--- config.mk ---
export PLATFORM = sky130hd
export DESIGN_NAME = vpRunCtl
export DESIGN_NICKNAME = d
export VERILOG_FILES = /design/src/rtl/vpRunCtl_pkg.sv /design/src/rtl/vpRunCtl_ctrl.sv /design/src/rtl/vpRunCtl_dp.sv /design/src/rtl/vpRunCtl.sv
export SDC_FILE = /design/constraint.sdc
export NUM_CORES = 1
export LEC_CHECK = 0
export ABC_AREA = 0
export BUFFER_PORTS_ARGS = -buffer_cell sky130_fd_sc_hd__buf_2
export CAP_MARGIN = 20
export CORE_MARGIN = 4
export CORE_UTILIZATION = 25
export DETAILED_ROUTE_END_ITERATION = 8
export GPL_TIMING_DRIVEN = 0
export PLACE_DENSITY = 0.8
export SLEW_MARGIN = 10
export SYNTH_ARGS = -nofsm -noshare
export SYNTH_HDL_FRONTEND = slang
export SYNTH_HIERARCHICAL = 1
export SYNTH_SLANG_ARGS = --single-unit
--- constraint.sdc ---
create_clock -name clk -period 1.3 [get_ports clk]
set_input_delay 0.13 -clock clk [delete_from_list [all_inputs] [get_ports clk]]
set_output_delay 0.13 -clock clk [all_outputs]
set_load 0.02 [all_outputs]
--- src/rtl/vpRunCtl_pkg.sv ---
package vpRunCtl_pkg;

  // Register offsets inside one alias window
  localparam int unsigned OFS_START  = 'h00;
  localparam int unsigned OFS_HALT   = 'h08;
  localparam int unsigned OFS_STATUS = 'h10;

  // Strobes from the decoder to the datapath
  typedef struct packed {
    logic startWr;
    logic haltWr;
    logic statusRd;
    logic bootStart;
  } ctlStrobes_t;

endpackage

--- src/rtl/vpRunCtl_ctrl.sv ---
module vpRunCtl_ctrl
  import vpRunCtl_pkg::*;
#(
  parameter int unsigned ADDR_W      = 12,
  parameter int unsigned LOCAL_BASE  = 'h000,
  parameter int unsigned REMOTE_BASE = 'h100
) (
  input  logic              clk,
  input  logic              rstN,
  input  logic              wrEn,
  input  logic              rdEn,
  input  logic [ADDR_W-1:0] addr,
  output ctlStrobes_t       strobes
);

  localparam int NUM_ALIAS = 2;

  logic [NUM_ALIAS-1:0] hitStart;
  logic [NUM_ALIAS-1:0] hitHalt;
  logic [NUM_ALIAS-1:0] hitStatus;
  logic                 bootFlag;

  // One decoder per alias window
  for (genvar b = 0; b < NUM_ALIAS; b++) begin : g_alias
    localparam int unsigned BASE = (b == 0) ? LOCAL_BASE : REMOTE_BASE;
    assign hitStart[b]  = (addr == ADDR_W'(BASE + OFS_START));
    assign hitHalt[b]   = (addr == ADDR_W'(BASE + OFS_HALT));
    assign hitStatus[b] = (addr == ADDR_W'(BASE + OFS_STATUS));
  end

  // Boot start is issued in the first edge after reset release
  always_ff @(posedge clk or negedge rstN) begin
    if (!rstN) bootFlag <= 1'b1;
    else       bootFlag <= 1'b0;
  end

  always_comb begin
    strobes.startWr   = wrEn & (|hitStart);
    strobes.haltWr    = wrEn & (|hitHalt);
    strobes.statusRd  = rdEn & (|hitStatus);
    strobes.bootStart = bootFlag;
  end

endmodule

--- src/rtl/vpRunCtl_dp.sv ---
module vpRunCtl_dp
  import vpRunCtl_pkg::*;
#(
  parameter int unsigned NUM_VP     = 1,
  parameter int unsigned DATA_W     = 64,
  parameter logic [63:0] START_MASK = 64'h1
) (
  input  logic              clk,
  input  logic              rstN,
  input  ctlStrobes_t       strobes,
  input  logic [DATA_W-1:0] wrData,
  input  logic [NUM_VP-1:0] vpResetAck,
  output logic [NUM_VP-1:0] vpResetReq,
  output logic [NUM_VP-1:0] vpHaltReq,
  output logic [NUM_VP-1:0] running,
  output logic [NUM_VP-1:0] pending,
  output logic [DATA_W-1:0] rdData
);

  // Data bits above NUM_VP are discarded
  if (NUM_VP < DATA_W) begin : g_hi
    logic unusedHiBits;
    assign unusedHiBits = ^wrData[DATA_W-1:NUM_VP];
  end

  // One slice per processor
  for (genvar i = 0; i < NUM_VP; i++) begin : g_vp
    logic reqStart;
    logic reqHalt;
    logic launch;

    assign reqStart = (strobes.startWr & wrData[i]) | (strobes.bootStart & START_MASK[i]);
    assign reqHalt  = strobes.haltWr & wrData[i];
    // A halt in the same edge wins over a start
    assign launch   = reqStart & ~running[i] & ~pending[i] & ~reqHalt;

    always_ff @(posedge clk or negedge rstN) begin
      if (!rstN) begin
        running[i]    <= 1'b0;
        pending[i]    <= 1'b0;
        vpResetReq[i] <= 1'b0;
        vpHaltReq[i]  <= 1'b0;
      end else begin
        vpResetReq[i] <= launch;
        vpHaltReq[i]  <= reqHalt & running[i];
        if (reqHalt) begin
          running[i] <= 1'b0;
          pending[i] <= 1'b0;
        end else if (pending[i] && vpResetAck[i]) begin
          running[i] <= 1'b1;
          pending[i] <= 1'b0;
        end else if (launch) begin
          pending[i] <= 1'b1;
        end
      end
    end
  end

  // Combinational status read, zero elsewhere
  assign rdData = strobes.statusRd ? DATA_W'(running) : '0;

endmodule

--- src/rtl/vpRunCtl.sv ---
module vpRunCtl
  import vpRunCtl_pkg::*;
#(
  parameter int unsigned NUM_VP           = 1,
  parameter logic [63:0] VP_START_RUNNING = 64'h1,
  parameter int unsigned ADDR_W           = 12,
  parameter int unsigned DATA_W           = 64,
  parameter int unsigned LOCAL_BASE       = 'h000,
  parameter int unsigned REMOTE_BASE      = 'h100
) (
  input  logic              clk,
  input  logic              rstN,
  input  logic              wrEn,
  input  logic              rdEn,
  input  logic [ADDR_W-1:0] addr,
  input  logic [DATA_W-1:0] wrData,
  output logic [DATA_W-1:0] rdData,
  output logic [NUM_VP-1:0] vpResetReq,
  output logic [NUM_VP-1:0] vpHaltReq,
  input  logic [NUM_VP-1:0] vpResetAck
);

  localparam logic [63:0] VALID_MASK = (NUM_VP >= 64) ? '1 : ((64'd1 << NUM_VP) - 64'd1);

  // Configuration checks at elaboration
  if (NUM_VP < 1 || NUM_VP > 64 || NUM_VP > DATA_W) begin : g_bad_count_r9
    $error("vpRunCtl: NUM_VP out of range");
  end
  if ((VP_START_RUNNING & ~VALID_MASK) != 64'd0) begin : g_bad_boot_r9
    $error("vpRunCtl: VP_START_RUNNING names a processor above NUM_VP");
  end

  ctlStrobes_t       strobes;
  logic [NUM_VP-1:0] running;
  logic [NUM_VP-1:0] pending;

  vpRunCtl_ctrl #(
    .ADDR_W     (ADDR_W),
    .LOCAL_BASE (LOCAL_BASE),
    .REMOTE_BASE(REMOTE_BASE)
  ) u_ctrl (
    .clk    (clk),
    .rstN   (rstN),
    .wrEn   (wrEn),
    .rdEn   (rdEn),
    .addr   (addr),
    .strobes(strobes)
  );

  vpRunCtl_dp #(
    .NUM_VP    (NUM_VP),
    .DATA_W    (DATA_W),
    .START_MASK(VP_START_RUNNING)
  ) u_dp (
    .clk       (clk),
    .rstN      (rstN),
    .strobes   (strobes),
    .wrData    (wrData),
    .vpResetAck(vpResetAck),
    .vpResetReq(vpResetReq),
    .vpHaltReq (vpHaltReq),
    .running   (running),
    .pending   (pending),
    .rdData    (rdData)
  );

endmodule

# Yosys cells after proc, flatten, opt, wreduce, memory -nomap -nowiden
# Cells that the tools add are included.
# W data, S select, Z words.
# totals
register_bits	5
input_bits	81
out_inout_bits	66
# op_classes
eq_ne	5
n_mux	6
n_bitwise	13
reduce_logical	7
# op_table
cell	count
$eq A12 B9 Y1 const B	3
$eq A12 B4 Y1 const B	1
$eq A12 B5 Y1 const B	1
$logic_not A12 Y1	1
$and A1 B1 Y1	9
$mux W1	6
$reduce_or A2 Y1	3
$not A1 Y1	3
$reduce_bool A3 Y1	1
$reduce_bool A2 Y1	1
$logic_and A1 B1 Y1	1
$or A1 B1 Y1	1

# Logic depth before layout (Yosys ltp)
# depth
word_depth	11
mapped_depth	4
mapped_depth_nobuf	4

# Hierarchy
# The synthesis kept the hierarchy.
# modules_own_cells
mod	n_inst	cells_each	area_each_um2	seq_area_each_um2
vpRunCtl_dp	1	78	635.6	100.1
vpRunCtl_ctrl	1	11	111.4	26.3

# Worst setup path before layout
# OpenSTA, ideal clock, no wires.
# synth_timing
path_type	input -> register
startpoint	in addr[5]
endpoint	reg u_dp.pending
setup_ns	0.130
arrival_time_ns	1.148
required_time_ns	1.170
slack_ns	0.022
stages	4
path_cell_list	or4_4 > nor3_1 > and2_1 > o32ai_1
# synth_lines
element	line	text
start, declared	vpRunCtl.sv:15	input logic [ADDR_W-1:0] addr,
end signal, assigned by index	vpRunCtl_dp.sv:40	pending[i] <= 1'b0;
end signal, assigned by index	vpRunCtl_dp.sv:48	pending[i] <= 1'b0;
end signal, assigned by index	vpRunCtl_dp.sv:51	pending[i] <= 1'b0;
end, declared	vpRunCtl_dp.sv:16	output logic [NUM_VP-1:0] pending,

==> run_results.csv <==
group,metric,value,unit
sta,fin_ws,-0.0202,ns
floorplan,die_h,62.7,um
yosys,ys_seq_area_frac,0.169,
worst_hold_path,holdPathEnd,"u_dp/pending",
sta,fin_hold_ws,0.0986,ns
power,leakagePower,0.756,nW
yosys,synth.distinct_cells,16,
floorplan,coreArea,2810,um^2
route,via_per_inst,3.00,
finish,fin_nets,257,
placed_design,dp_hpwl,1440,um
sta,finalHoldViolCount,0,
worst_hold_path,hold_class,"input port to flop",
route,drcViolationCount,0,
grt,grt_max_degree,6,
sta,grt_setup_unrepaired,"true",
route,wl,1500,um
worst_hold_path,holdPathStages,2,
cts,cts_buffer_depth,2,
finish,fillCellCount,298,
worst_setup_path,slowest_stage,"or4_4",
worst_setup_path,path_delay_family,"simple AND/OR/NAND/NOR gates",
finish,finalNonFillerCells,206,
worst_setup_path,cp_data_arrival_time,1.19,ns
finish,area_growth,56.4,%
sta,fin_crit_sh,1.02,
worst_setup_path,critPathMaxFanout,2,
worst_setup_path,r2r_start,"u_dp/running",
grt,track_usage,0.0754,
grt,grt.overflow.total,0,
yosys,ys_ff_latch,5,
placed_design,place_area,1110,um^2
route,post_drt_wl_per_cell,7.27,um
worst_setup_path,start_kind,"input port",
placed_design,port_buffers,19,
sta,fin_crit,1.32,ns
worst_setup_path,rr_endpoint,"u_dp/pending",
cts,post-cts-setup-buffers,0,
worst_setup_path,r2r_slack,0.38,ns
cts,htree_levels,1,
sta,tns,-0.0202,ns
yosys,yosysTopAreaCell,"buf_4",
worst_setup_path,reg2regPathDepth,2,
finish,layout-drive-gt1-share,0.520,
status,status,"finished with violations",
finish,fin_area,1170,um^2
worst_setup_path,critPathKind,"input port to output port",
cts,cts_tree,"yes",
power,powerDensity,648,nW/um^2
worst_setup_path,critPathBufInv,2,
worst_hold_path,hp-start,"vpResetAck",
sta,max_freq,757,MHz
placed_design,gp_congestion,0.729,
grt,grt_pass1_vias,581,
floorplan,io-pin-count,147,
finish,n_antenna_cell,0,
grt,grt_pass1_wl,2300,um
placed_design,numPlacedInstances,201,
job,maxCapViolCount,0,
route,ant_nets,0,
worst_setup_path,cp.required,1.17,ns
sta,setup_violations,1,
worst_setup_path,slowest_delay,0.53,ns
worst_setup_path,cp_cell_sequence,"buf_6 -> or4_4 -> nor3_2 -> and2_1 -> buf_6",
worst_setup_path,startpoint,"addr[0]",
cts,cts-root-buf,"clkbuf_4",
cts,worstSkewPairLatency,0.24,ns
power,p_total,0.757,mW
status,violations,"setup timing",
floorplan,initial_utilization,0.266,
floorplan,die-area,3930,um^2
power,vdd_ir_drop_max,0.175,mV
cts,numCtsBuffers,3,
sta,slew_viol_final,0,
sta,skew,0.000189,ns
route,drtPass1Iterations,3,
cts,cts.sinks,5,
yosys,yosysWarnings,6,
cts,clk_pin_slew,0.04,ns
yosys,syn_inst,89,
finish,fin_util,0.417,
route,drtIter0Drc,6,
grt,antenna_found_initial,0,
floorplan,rows,19,
floorplan,die_width,62.7,um
worst_setup_path,crit_path_end_kind,"output port",
yosys,synth_top_cell_area_share,0.643,
yosys,synth_area,747,um^2
route,vias,617,
yosys,synth_area_per_cell,8.39,um^2
placed_design,place_ws,-0.196,ns
yosys,synth.top_cells.by_area,"buf_4, dfrtp_1, dfstp_2",
worst_setup_path,critPathMostFrequentCell,"buf_6",
==> synthesized netlist by cell type, drive strengths merged <==
library cell / count
buf: 64
dfrtp: 4
nor3: 3
a21oi: 2
and2: 2
conb: 2
nor2: 2
or4: 2
or4b: 2
a211o: 1
and3: 1
dfstp: 1
inv: 1
nand4bb: 1
o32ai: 1
==> worst reg2reg max path, delay by kind of cell, from the launching register on <==
family,cells,cell delay (ns)
AOI/OAI and AO/OA,2,0.41
DFF,1,0.40
==> layout by cell type (no fill, tap or decap) <==
master and instances:
inv_1 1, nor3_1 2, buf_2 16, a21oi_1 2
dfstp_2 1, buf_6 3, dfrtp_1 4, or4_4 2
nor2_1 2, and3_2 1, or4b_1 2, conb_1 64
a211o_1 1, clkbuf_1 1, o32ai_1 1, dlygate4sd3_1 1
nand4bb_1 1, and2_1 2, buf_4 64, nor3_2 1
clkbuf_4 3
==> how the worst max path moves through the flow <==
stage	to	cells after the start
global placement	u_dp/pending	5
finish	rdData[0]	5
detailed placement	u_dp/pending	5
CTS	rdData[0]	5
global route	rdData[0]	5
floorplan	u_dp/pending	4
==> area by class of cell <==
cell class	count	area, um^2	area share
Buffer	64	480	0.411
Multi-Input combinational cell	81	369	0.316
Sequential cell	5	126	0.108
Timing Repair Buffer	20	124	0.106
Tap cell	31	38.8	0.0332
Clock buffer	4	26.3	0.0225
Inverter	1	3.75	0.00321
==> metal layers <==
layer  global-route usage  vias to the layer above  part of all wire
met3               0.0414                        4              0.17
met4               0.0496                        0             0.018
li1                     -                      330                 -
met1               0.0595                      239              0.27
met5                    0                        -                 0
met2                0.140                       44              0.55
==> report_power, final <==
group          switching [mW]  total, mW  internal, mW
clock                  0.0679      0.184         0.116
combinational           0.219      0.388         0.169
sequential             0.0112      0.185         0.174
==> sequential cells by signal, summed over array words and instances (netlist names) <==
signal           flops
u_ctrl/bootFlag      1
u_dp/pending         1
u_dp/running         1
u_dp/vpHaltReq       1
u_dp/vpResetReq      1
==> timing repair <==
| action | CTS | global route |
|---|---|---|
| setup endpoints to repair | 1 | 2 |
| hold buffers | 1 | 0 |
| pin swaps | 3 | 3 |
| hold endpoints to repair | 5 | 0 |
| resized for setup | 3 | 1 |
==> logic make-up after synthesis <==
logic type             Yosys count  share of synthesized area
AOI/OAI and AO/OA                4                     0.0369
other                            2                     0.0101
buffers and inverters           65                      0.648
DFF                              5                      0.169
and+or+nand+nor                 13                      0.136
Power figures use the tool's default switching activity.
